$ cat config.mk
export PLATFORM = sky130hd
export DESIGN_NAME = interval_counter
export DESIGN_NICKNAME = d
export VERILOG_FILES = /design/src/rtl/intv_pkg.sv /design/src/rtl/intv_gate_edge.sv /design/src/rtl/intv_core.sv /design/src/rtl/intv_out_dec.sv /design/src/rtl/interval_counter.sv
export SDC_FILE = /design/constraint.sdc
export NUM_CORES = 1
export LEC_CHECK = 0
export ABC_AREA = 1
export BUFFER_PORTS_ARGS = -buffer_cell sky130_fd_sc_hd__clkbuf_2
export CAP_MARGIN = 20
export CORE_MARGIN = 2
export CORE_UTILIZATION = 52
export DETAILED_ROUTE_END_ITERATION = 8
export PLACE_DENSITY = 0.81
export SETUP_SLACK_MARGIN = 0.4
export SYNTH_ARGS = -nofsm -noshare
export SYNTH_HDL_FRONTEND = slang
export SYNTH_SLANG_ARGS = --single-unit
$ cat constraint.sdc
create_clock -name clk_i -period 1.67 [get_ports clk_i]
set_input_delay 0.0835 -clock clk_i [delete_from_list [all_inputs] [get_ports clk_i]]
set_output_delay 0.0835 -clock clk_i [all_outputs]
set_load 0.01 [all_outputs]
$ cat src/rtl/intv_pkg.sv
package intv_pkg;
  typedef enum logic [2:0] {
    M_TC_FLAG  = 3'd0,
    M_ONESHOT  = 3'd1,
    M_RATE     = 3'd2,
    M_SQUARE   = 3'd3,
    M_SW_STRB  = 3'd4,
    M_HW_STRB  = 3'd5
  } mode_e;

  // codes 6/7 fold onto 2/3
  function automatic mode_e fold_mode(input logic [2:0] m);
    if (m[2:1] == 2'b11) return mode_e'({1'b0, m[1:0]});
    return mode_e'(m);
  endfunction

  function automatic logic is_periodic(input mode_e m);
    return (m == M_RATE) || (m == M_SQUARE);
  endfunction

  function automatic logic gate_enables(input mode_e m);
    return (m == M_TC_FLAG) || (m == M_SW_STRB);
  endfunction
endpackage

$ cat src/rtl/intv_gate_edge.sv
module intv_gate_edge (
  input  logic clk_i,
  input  logic rst_ni,
  input  logic gate_i,
  output logic gate_q_o,
  output logic rise_o
);
  logic gate_q;

  always_ff @(posedge clk_i or negedge rst_ni) begin
    if (!rst_ni) gate_q <= 1'b0;
    else         gate_q <= gate_i;
  end

  assign gate_q_o = gate_q;
  assign rise_o   = gate_i & ~gate_q;
endmodule

$ cat src/rtl/intv_core.sv
module intv_core
  import intv_pkg::*;
#(
  parameter int CW = 16,
  localparam int NW = CW + 1
) (
  input  logic          clk_i,
  input  logic          rst_ni,
  input  logic          load_i,
  input  logic [CW-1:0] load_val_i,
  input  mode_e         load_mode_i,
  input  logic          restart_i,
  input  logic          step_i,
  output mode_e         mode_o,
  output logic [NW-1:0] cnt_o,
  output logic [NW-1:0] reload_o,
  output logic          expired_o,
  output logic          pulse_o
);
  localparam logic [NW-1:0] FULL = {1'b1, {CW{1'b0}}};
  localparam logic [NW-1:0] ONE  = NW'(1);

  mode_e         mode_q;
  logic [NW-1:0] cnt_q, reload_q;
  logic          expired_q, pulse_q;

  function automatic logic [NW-1:0] to_n(input logic [CW-1:0] v);
    return (v == '0) ? FULL : {1'b0, v};
  endfunction

  always_ff @(posedge clk_i or negedge rst_ni) begin
    if (!rst_ni) begin
      mode_q    <= M_SQUARE;
      reload_q  <= FULL;
      cnt_q     <= FULL;
      expired_q <= 1'b0;
      pulse_q   <= 1'b0;
    end else if (load_i) begin
      mode_q    <= load_mode_i;
      reload_q  <= to_n(load_val_i);
      cnt_q     <= to_n(load_val_i);
      expired_q <= 1'b0;
      pulse_q   <= 1'b0;
    end else if (restart_i) begin
      cnt_q     <= reload_q;
      expired_q <= 1'b0;
      pulse_q   <= 1'b0;
    end else if (step_i) begin
      if (is_periodic(mode_q)) begin
        if (cnt_q == ONE) begin
          cnt_q   <= reload_q;
          pulse_q <= 1'b1;
        end else begin
          cnt_q   <= cnt_q - ONE;
          pulse_q <= 1'b0;
        end
      end else begin
        cnt_q   <= {1'b0, cnt_q[CW-1:0] - CW'(1)};
        pulse_q <= (cnt_q == ONE) && !expired_q;
        if (cnt_q == ONE) expired_q <= 1'b1;
      end
    end
  end

  assign mode_o    = mode_q;
  assign cnt_o     = cnt_q;
  assign reload_o  = reload_q;
  assign expired_o = expired_q;
  assign pulse_o   = pulse_q;
endmodule

$ cat src/rtl/intv_out_dec.sv
module intv_out_dec
  import intv_pkg::*;
#(
  parameter int CW = 16,
  localparam int NW = CW + 1
) (
  input  mode_e         mode_i,
  input  logic [NW-1:0] cnt_i,
  input  logic [NW-1:0] reload_i,
  input  logic          expired_i,
  input  logic          pulse_i,
  output logic          out_o
);
  always_comb begin
    unique case (mode_i)
      M_TC_FLAG, M_ONESHOT: out_o = expired_i;
      M_SQUARE:             out_o = cnt_i > (reload_i >> 1);
      default:              out_o = pulse_i;
    endcase
  end
endmodule

$ cat src/rtl/interval_counter.sv
module interval_counter
  import intv_pkg::*;
#(
  parameter int CW = 16
) (
  input  logic          clk_i,
  input  logic          rst_ni,
  input  logic          tick_i,
  input  logic          gate_i,
  input  logic          load_i,
  input  logic [CW-1:0] load_val_i,
  input  logic [2:0]    mode_i,
  input  logic          snap_i,
  output logic          out_o,
  output logic [CW-1:0] count_o,
  output logic [CW-1:0] snap_o
);
  localparam int NW = CW + 1;

  mode_e         mode_q;
  logic [NW-1:0] cnt_q, reload_q;
  logic          expired_q, pulse_q;
  logic          gate_q, gate_rise, restart, step;
  logic [CW-1:0] snap_q;

  intv_gate_edge u_gate (
    .clk_i    (clk_i),
    .rst_ni   (rst_ni),
    .gate_i   (gate_i),
    .gate_q_o (gate_q),
    .rise_o   (gate_rise)
  );

  assign restart = gate_rise & ~gate_enables(mode_q) & (mode_q != M_TC_FLAG);
  assign step    = tick_i & (gate_i | ~gate_enables(mode_q));

  intv_core #(.CW(CW)) u_core (
    .clk_i       (clk_i),
    .rst_ni      (rst_ni),
    .load_i      (load_i),
    .load_val_i  (load_val_i),
    .load_mode_i (fold_mode(mode_i)),
    .restart_i   (restart),
    .step_i      (step),
    .mode_o      (mode_q),
    .cnt_o       (cnt_q),
    .reload_o    (reload_q),
    .expired_o   (expired_q),
    .pulse_o     (pulse_q)
  );

  intv_out_dec #(.CW(CW)) u_dec (
    .mode_i    (mode_q),
    .cnt_i     (cnt_q),
    .reload_i  (reload_q),
    .expired_i (expired_q),
    .pulse_i   (pulse_q),
    .out_o     (out_o)
  );

  assign count_o = cnt_q[CW-1:0];

  always_ff @(posedge clk_i or negedge rst_ni) begin
    if (!rst_ni)     snap_q <= '0;
    else if (snap_i) snap_q <= count_o;
  end

  assign snap_o = snap_q;
endmodule

==> After elaboration in Yosys (flattened, before gate mapping) <==
Index checks and enable logic that the tools add are counted.
{ "classes": {"magnitude_cmp": 1, "n_eq_ne": 7, "n_mux": 20, "reduce_logical": 11, "bitwise_logic": 7, "add_sub_neg": 2} }
{ "op_table": {"columns": ["cell", "count"], "rows": [
  ["2-to-1 mux 17 bit", 6],
  ["equality test 17 x 1 -> 1 bit (second input constant)", 1],
  ["> comparator 17 x 16 -> 1 bit", 1],
  ["subtractor 17 x 1 -> 17 bit (second input constant)", 1],
  ["zero test 16 bit", 1],
  ["subtractor 16 x 1 -> 16 bit (second input constant)", 1],
  ["2-to-1 mux 1 bit", 11],
  ["nonzero test 3 bit", 3],
  ["equality test 3 x 2 -> 1 bit (second input constant)", 2],
  ["2-to-1 mux 3 bit", 2],
  ["bitwise AND 1 bit", 4],
  ["equality test 3 x 1 -> 1 bit (second input constant)", 1],
  ["equality test 3 bit (second input constant)", 1],
  ["zero test 3 bit", 1],
  ["!= test 3 bit (second input constant)", 1],
  ["AND reduction 3 bit", 1],
  ["equality test 2 bit (second input constant)", 1],
  ["logical OR 1 bit", 2],
  ["NOT 1 bit", 2],
  ["case mux 1 bit (2 select lines)", 1],
  ["OR reduction 2 bit", 1],
  ["logical AND 1 bit", 1],
  ["zero test 1 bit", 1],
  ["OR 1 bit", 1]
]} }
{ "word_totals": {"output_inout_bits": 33, "reg_bits": 56, "in_bits": 25, "word_cells": 55} }

==> Depth between registers and ports, before layout <==
Gate-level depths: netlist of run 1.
{ "logic_depth": {"depth_word": 8, "depth_mapped": 13, "ltp_nobuf": 12} }

==> Modules after synthesis <==
Synthesis of run 1 repeated with hierarchy kept, for this count alone.
{ "hier_totals": {"cells_unflattened": 506, "area_unflattened_um2": 3748.6} }
{ "modules_own_cells": {"columns": ["mod", "n_inst", "area_each_um2", "seq_area_each_um2", "cells_each"], "rows": [
  ["intv_core", 1, 2519.9, 980.9, 338],
  ["interval_counter", 1, 680.7, 400.4, 75],
  ["intv_out_dec", 1, 513.0, 0.0, 90],
  ["intv_gate_edge", 1, 35.0, 25.0, 3]
]} }

==> Least setup slack after synthesis of run 1 <==
OpenSTA, ideal clock, no wires.
{ "synth_timing": {"path_kind": "reg2reg", "from": "register u_core.cnt_q[1] (netlist: u_core.cnt_o[1])", "to": "register u_core.cnt_q[13] (netlist: u_core.cnt_o[13])", "required_ns": 1.548, "synth_period_minus_slack_ns": 1.568, "stages_incl_launch_ff": 13, "path_buffers": 1, "slack_ns": 0.102, "setup_time_ns": 0.122, "t_arrival_ns": 1.446, "cell_sequence": "dfrtp_1 -> inv_1 -> ha_1 -> inv_1 -> nor2_1 -> nand2_1 -> nor2_4 -> nand3_4 -> nand2_2 -> buf_6 -> nand2_1 -> o21ai_2 -> a21oi_2"} }
{ "synth_via": {"elab_chain_len": 6, "word_cells_on_any_way": 8} }
{ "synth_rtl": {"columns": ["item", "line_no", "rtl"], "rows": [
  ["start: declaration", "intv_core.sv:24", "logic [NW-1:0] cnt_q, reload_q;"],
  ["start signal: assignment", "intv_core.sv:41", "cnt_q <= to_n(load_val_i);"],
  ["start signal: assignment", "intv_core.sv:45", "cnt_q <= reload_q;"],
  ["start signal: assignment", "intv_core.sv:51", "cnt_q <= reload_q;"],
  ["subtractor 17 x 1 -> 17 bit / equality test 17 x 1 -> 1 bit (equally long branches)", "intv_core.sv:54, intv_core.sv:50", null],
  ["2-to-1 mux 17 bit", "intv_core.sv:50", "if (cnt_q == ONE) begin"],
  ["2-to-1 mux 17 bit *", "intv_core.sv:49", "if (is_periodic(mode_q)) begin"],
  ["2-to-1 mux 17 bit *", "intv_core.sv:48", "end else if (step_i) begin"],
  ["2-to-1 mux 17 bit *", "intv_core.sv:44", "end else if (restart_i) begin"],
  ["2-to-1 mux 17 bit *", "intv_core.sv:38", "end else if (load_i) begin"]
]} }
Mark *: on every way between the ends. The rest lies on a longest branch, timed or not. The select of a mux whose other input is x is not followed.
A chain may end at the register's enable or synchronous reset.

==> Final worst setup path of run 1 <==
{ "layout_timing": {"from": "register u_core.cnt_q[1] (netlist: u_core.cnt_o[1])", "to": "output port out_o"} }
{ "layout_via": {"elab_chain_len": 2} }
{ "layout_rtl": {"columns": ["item", "line_no", "rtl"], "rows": [
  ["> comparator 17 x 16 -> 1 bit", "intv_out_dec.sv:17", "M_SQUARE: out_o = cnt_i > (reload_i >> 1);"],
  ["case mux 1 bit (2 select lines)", "intv_out_dec.sv:15", "unique case (mode_i)"],
  ["end: declaration", "interval_counter.sv:14", "output logic out_o,"]
]} }
No other way between the ends.

==> results by group, run 1 <==
Yosys
  – Primary FF master, synth: dfrtp_1
  – #FFs+latches synth: 56
  – Syn Area/Cell: 7.34 um2
  – Synth Area in Adders: 0.0628
  – Synth Warn #: 0
  – Synth Area in XOR/XNOR: 0
  – Mux cell area share after synthesis: 0.00314
  – Synth area leader: dfrtp_1
  – Synthesized instance count: 488
  – Dominant cells by area after synthesis: dfrtp_1 36%, nand2_1 12%, nor2_1 7.8%
  – Cell variety after synth: 37
  – Compound-Gate Fraction of Synth Area: 0.139
  – Register area share after synthesis: 0.392
  – Syn Nets: 531
  – Post-synth EDFFs: 0
  – Async S/R FF share, synth: 1.00
  – Post-Synth Simple-Gate Area: 0.285
  – Synth top area share: 0.363
  – Largest family of logic cells by synthesized area: simple AND/OR/NAND/NOR gates
  – Mapped Area: around 3600 um2

CTS
  – Clk sink count: 56
  – CTS clock-pin slew for the worst setup and hold paths: 110 ps
  – H-tree levels: 2
  – CTS root buf: clkbuf_8
  – TritonCTS buffer count: 5
  – Max Buffers Root-to-Sink: 2
  – Worst-skew pair later-pin latency: about 320 ps
  – CTS tree: built

Die
  – Die Width: about 87 um
  – Die Ht: a little under 90 um
  – Initial Utilization: 0.533
  – Die Area: around 7600 um2
  – Core outline area: between 6000 and 7000 um2
  – IO Count: 58
  – Rows: 30

Routing
  – Starting DRT DRC Count: between 200 and 300
  – First-pass iteration count of the detailed router: 5
  – Wire length per cell: 15.1 um
  – WL final: 9990 um
  – Via count: approximately 3600
  – Post-route ant nets: 0
  – Via density per instance: around 5.4
  – # DRC: 0

Pwr
  – Combinational Power Share: 0.412
  – Switch Pwr: roughly 1700 uW
  – Switching Share: 0.395
  – Peak VDD IR: 0.606 mV
  – Flop pwr share: 0.403
  – Leakage: 0.00233 uW
  – Clock power frac: 0.184
  – P_int: ~2600 uW
  – PD cells: between 900 and 1000 nW/um2

Worst setup path
  – Crit path buffers/inverters: 2
  – Crit path required time: approximately 1600 ps
  – CP Launch Type: flop
  – Crit path kind: flop to output pin
  – Critical path, cell by cell: buf_4 > ha_2 > nand2_1 > nor2_2 > nand3_1 > o21a_1 > nand2_2 > nand2_2 > buf_6
  – Worst path slowest cell: dfrtp_1
  – CP Capture Type: output pin
  – Most common cell on crit path: nand2_2
  – CP Data Arrival Time: 1930 ps
  – Max FO, Critical Path: 3
  – Max incr delay on CP: between 400 and 500 ps
  – CP delay by family, top: simple AND/OR/NAND/NOR gates

Status
  – Failing checks: negative setup slack
  – Outcome: finished with violations

Timing
  – Final Skew: about 8.5 ps
  – Tcrit/Tclk final: 1.20
  – RSZ-0062 raised after global routing: yes
  – Worst-Margin Slew: between 400 and 500 ps
  – Setup-failing EPs final: 12
  – Final Critical Period: roughly 2000 ps
  – Hold Violations, Final: 0
  – Final slew viol count: 0
  – Slew headroom: 0.707
  – TNS Setup: -565 ps
  – Max Clk Rate: about 0.50 GHz
  – Final WS setup: -342 ps

Final layout
  – Most common cell after layout, fill and taps aside: nand2_1
  – Share of layout cells above drive strength 1: 0.347
  – Commonest cells after routing, fill and taps aside: 110 x nand2_1, 58 x nor2_1, 56 x clkbuf_2
  – Ant. Diodes: 0
  – Final std cells w/o fill: between 600 and 700
  – Layout Nets: 624
  – Area Growth Syn to Fin: 27.2%

Place
  – HPWL Detailed: about 7000 um
  – GP Congestion: 0.975
  – Cells after DPL: about 630
  – I/O Buffers: 57

Global routing
  – First-pass GRT wire length: roughly 16000 um
  – Vias in the first global route: around 3400
  – Overflow after GRT: 0
  – Largest net degree at the start of global routing: between 50 and 60
  – GRT Total Usage: 0.269
  – Initial antenna violation count: 0

Run
  – Max-Cap Viols: 0

Worst hold path
  – Worst hold path type: input pin to flop
[path summary, 6_finish.rpt]
check                                    from            endpoint  depth (start not counted)  slack, ps
min reg2reg                u_core.reload_o[0]  u_core.reload_o[0]                          2        490
max in group asynchronous              rst_ni    u_core.mode_o[1]                          3       1060
max reg2reg                   u_core.cnt_o[1]     u_core.cnt_o[4]                         13        -50
max                           u_core.cnt_o[1]               out_o                          9       -340
min in group asynchronous              rst_ni          snap_o[13]                          3        290
min                             load_val_i[4]  u_core.reload_o[4]                          3         20
[tightest hold or removal path, stage by stage]
cell and delay, ps:
clkbuf_2 90, nand2_1 60, o21ai_0 80
[cell type report]
type | count | area (um2)
tap | 80 | 100
clock inverter | 3 | 27.5
clock buffer | 5 | 68.8
inverter | 59 | 228
sequential | 56 | 1420
timing repair buffer | 113 | 764
fill | 552 | 2160
timing repair inverter | 1 | 3.75
multi-input combinational | 345 | 1950
[cells in the mapped netlist (3+ instances only)]
cell,instances
dfstp_2,4
o21ai_2,5
buf_1,5
nor3_1,5
buf_2,3
nand4_1,5
ha_1,18
o21ai_0,21
nor2_1,74
inv_1,57
nand3_1,20
a21oi_2,3
a21oi_1,44
buf_4,17
o21ai_1,6
nand2_2,7
nor2_2,3
nand2_1,119
dfrtp_1,52
[power by group through the flow]
stage,combinational [uW],sequential [uW],clock (uW)
after floorplan,943,1790,0
after global placement,1480,1750,0
after detailed placement,1520,1770,0
after CTS,1580,1750,825
after global routing,1990,1780,880
final,1790,1760,803
[routing by layer]
| metal | vias to the layer above | GRT usage | part of all wire |
|---|---|---|---|
| met1 | 1667 | 0.374 | 0.42 |
| met4 | 0 | 0.0952 | 0.029 |
| li1 | 1724 | - | - |
| met5 | - | 0 | 0 |
| met3 | 33 | 0.0398 | 0.077 |
| met2 | 165 | 0.427 | 0.47 |
[through the flow]
stage / setup slack, ps / utilization / hold slack (ps) / power (uW) / cell area (um2)
after global routing: -427 / 0.678 / 24.5 / 4650 / 4560
after detailed placement: -13.1 / 0.612 / 114 / 3290 / 4110
after CTS: -328 / 0.649 / 14.4 / 4160 / 4360
after global placement: 11.7 / 0.612 / 110 / 3230 / 4110
after floorplan: 133 / - / -212 / 2730 / 3640
final: -342 / 0.678 / 23.1 / 4350 / 4560
[timing repair]
item,CTS,global route
resized for setup,16,41
gates cloned,1,0
endpoints found under the setup margin,20,20
hold endpoints to repair,59,0
pin swaps,7,7
hold buffers,8,0
buffers inserted,4,9
[sequential cells by signal, summed over array words and instances (netlist names)]
name	cells
u_gate.gate_q_o	1
u_core.pulse_o	1
u_core.cnt_o	17
u_core.expired_o	1
u_core.mode_o	3
snap_o	16
u_core.reload_o	17
[logic make-up after synthesis]
| group | after synthesis |
|---|---|
| adder cells (fa/ha/maj) | 18 |
| buffers and inverters | 87 |
| flip-flops | 56 |
| AO/OA/AOI/OAI | 87 |
| multiplexers | 1 |
| AND/OR/NAND/NOR | 239 |
(Power assumes the default switching activity.)
==> inputs of run 2 (changes only) <==
SKIP_LAST_GASP = 1   (was default)
==> run 2 against run 1 <==
The run still ends with negative setup slack left. Utilization decreased by 0.89 points. First-iteration DRC count increased by 36%. Routed wire length about the same. Count of clock-buffer cells in the layout unchanged. Power decreased by 0.84%. Setup slack got worse by 12 ps. Combinational power decreased by 2%. Final area decreased by 1.3%. Largest power group is now sequential cells.
==> results by group, run 2 (synthesis results as in run 1) <==
CTS
  – Clk sink count: 56
  – CTS clock-pin slew for the worst setup and hold paths: 110 ps
  – CTS tree: built
  – H-tree levels: 2
  – Worst-skew pair later-pin latency: 320 ps
  – CTS root buf: clkbuf_8
  – Max Buffers Root-to-Sink: 2
  – TritonCTS buffer count: 5

Global routing
  – Initial antenna violation count: 0
  – Largest net degree at the start of global routing: between 50 and 60
  – Overflow after GRT: 0
  – Vias in the first global route: between 3000 and 4000
  – GRT Total Usage: 0.269
  – First-pass GRT wire length: about 16000 um

Worst setup path
  – CP Capture Type: output pin
  – R2R cell count: 13
  – CP Launch Type: flop
  – CP Depth: 9
  – Register-to-register setup slack: -100 ps
  – Critical path, cell by cell: buf_4 > ha_2 > nand2_1 > nor2_2 > nand3_1 > o21a_1 > nand2_2 > nand2_2 > buf_2
  – Crit path buffers/inverters: 2
  – Max FO, Critical Path: 3
  – Crit path kind: flop to output pin
  – Worst path slowest cell: dfrtp_1
  – Most common cell on crit path: nand2_2
  – CP delay by family, top: flip-flops
  – Crit path required time: around 1600 ps
  – CP Data Arrival Time: slightly below 2000 ps
  – Max incr delay on CP: between 400 and 500 ps

Routing
  – Post-route ant nets: 0
  – WL final: 9980 um
  – # DRC: 0
  – Wire length per cell: about 15 um
  – Routed wire length on met2: ~4600 um
  – Routed metal-1 wirelength: approximately 4300 um
  – Top Layer Used: met4
  – DR WL met3: ~800 um
  – Via density per instance: between 5 and 6
  – First-pass iteration count of the detailed router: 5
  – Via count: between 3000 and 4000
  – Starting DRT DRC Count: between 300 and 400

Die
  – IO Count: 58
  – Die Width: 87.0 um
  – Die Ht: 87.0 um
  – Core outline area: around 6700 um2
  – Die Area: 7570 um2
  – Initial Utilization: 0.533
  – Rows: 30

Status
  – Outcome: finished with violations
  – Failing checks: negative setup slack

Pwr
  – P_int: approximately 2600 uW
  – Flop pwr share: 0.406
  – Combinational Power Share: 0.406
  – Switch Pwr: around 1700 uW
  – Leakage: approximately 0.0023 uW
  – Total power after layout: roughly 4300 uW
  – PD cells: about 960 nW/um2
  – Clock power frac: 0.189
  – Peak VDD IR: 0.612 mV
  – Switching Share: 0.395

Worst hold path
  – Worst hold path stage count: 3
  – Worst hold path type: input pin to flop

Final layout
  – Area Growth Syn to Fin: 25.5%
  – Share of layout cells above drive strength 1: 0.320
  – Finished Core Util: 0.669
  – Most common cell after layout, fill and taps aside: nand2_1
  – Fillers: 571
  – Ant. Diodes: 0
  – Commonest cells after routing, fill and taps aside: 111 x nand2_1, 64 x nor2_1, 56 x clkbuf_2
  – Layout Nets: about 620

Timing
  – Slew headroom: 0.747
  – RSZ-0062 raised after global routing: yes
  – Hold Violations, Final: 0
  – Setup-failing EPs final: 17
  – TNS Setup: -1580 ps
  – Final WS setup: -353 ps
  – Max Clk Rate: between 0.4 and 0.5 GHz
  – Final Critical Period: slightly above 2000 ps
  – Tcrit/Tclk final: 1.21
  – Final slew viol count: 0
  – Worst-Margin Slew: about 380 ps
  – Final Skew: roughly 8.9 ps

Place
  – HPWL Detailed: between 7000 and 8000 um
  – I/O Buffers: 57
  – Place WS: -13.1 ps
  – GP Congestion: around 0.97

Run
  – Max-Cap Viols: 0
==> run 2: cell counts in the layout (fill, tap and decap cells not counted) <==
Identical to the previous run, type by type.
==> run 2: worst register-to-register path: stages (launching register included) <==
cell,delay [ps]
dfrtp_1,430
inv_2,100
ha_4,140
inv_2,30
nor2_2,120
nand2_2,90
nor2_4,150
nand3_4,160
nand2_4,150
buf_12,140
nor2_1,50
nand3_1,60
nand2_1,50
nand2_1,60
==> run 2: layout make-up <==
type | instances | area [um2] | area share
flip-flops and latches | 56 | 1420 | 0.315
multi-input cells | 345 | 1890 | 0.421
inverters | 59 | 228 | 0.0506
repair inverters | 1 | 3.75 | 0.000834
clock inverters | 3 | 27.5 | 0.00612
clock buffers | 5 | 68.8 | 0.0153
well taps | 80 | 100 | 0.0223
repair buffers | 113 | 762 | 0.169
==> run 2: through the flow <==
stage / hold slack, ps / instances / cell area, um2
floorplan: -212 / 488 / 3640
global placement: 110 / 632 / 4110
detailed placement: 114 / 632 / 4110
CTS: 14.4 / 653 / 4360
global route: 21.5 / 662 / 4500
finish: 9.29 / 662 / 4500
==> run 2: timing repair <==
item / CTS / global route
hold buffers: 8 / 0
hold endpoints to repair: 59 / 0
gates resized for setup: 12 / 27
setup endpoints to repair: 20 / 20
pin swaps: 7 / 11
cloned: 1 / 0
setup buffers: 4 / 9
==> run 2: final timing paths <==
check                              startpoint            endpoint
setup / recovery              u_core.cnt_o[1]               out_o
hold / removal                  load_val_i[4]  u_core.reload_o[4]
setup reg to reg              u_core.cnt_o[1]    u_core.cnt_o[12]
hold reg to reg            u_core.reload_o[0]  u_core.reload_o[0]
max in group asynchronous              rst_ni    u_core.mode_o[1]
min in group asynchronous              rst_ni          snap_o[13]
==> run 2: power by group through the flow <==
stage / logic (uW) / registers, uW / clock network (uW)
floorplan: 943 / 1790 / 0
global route: 1950 / 1780 / 877
detailed placement: 1520 / 1770 / 0
finish: 1750 / 1750 / 814
global placement: 1480 / 1750 / 0
CTS: 1580 / 1750 / 825
==> run 2: metal layers <==
layer	GRT usage	up-vias
met1	0.374	1676
met3	0.0398	32
met2	0.427	209
li1	-	1726
met5	0	-
met4	0.0952	0
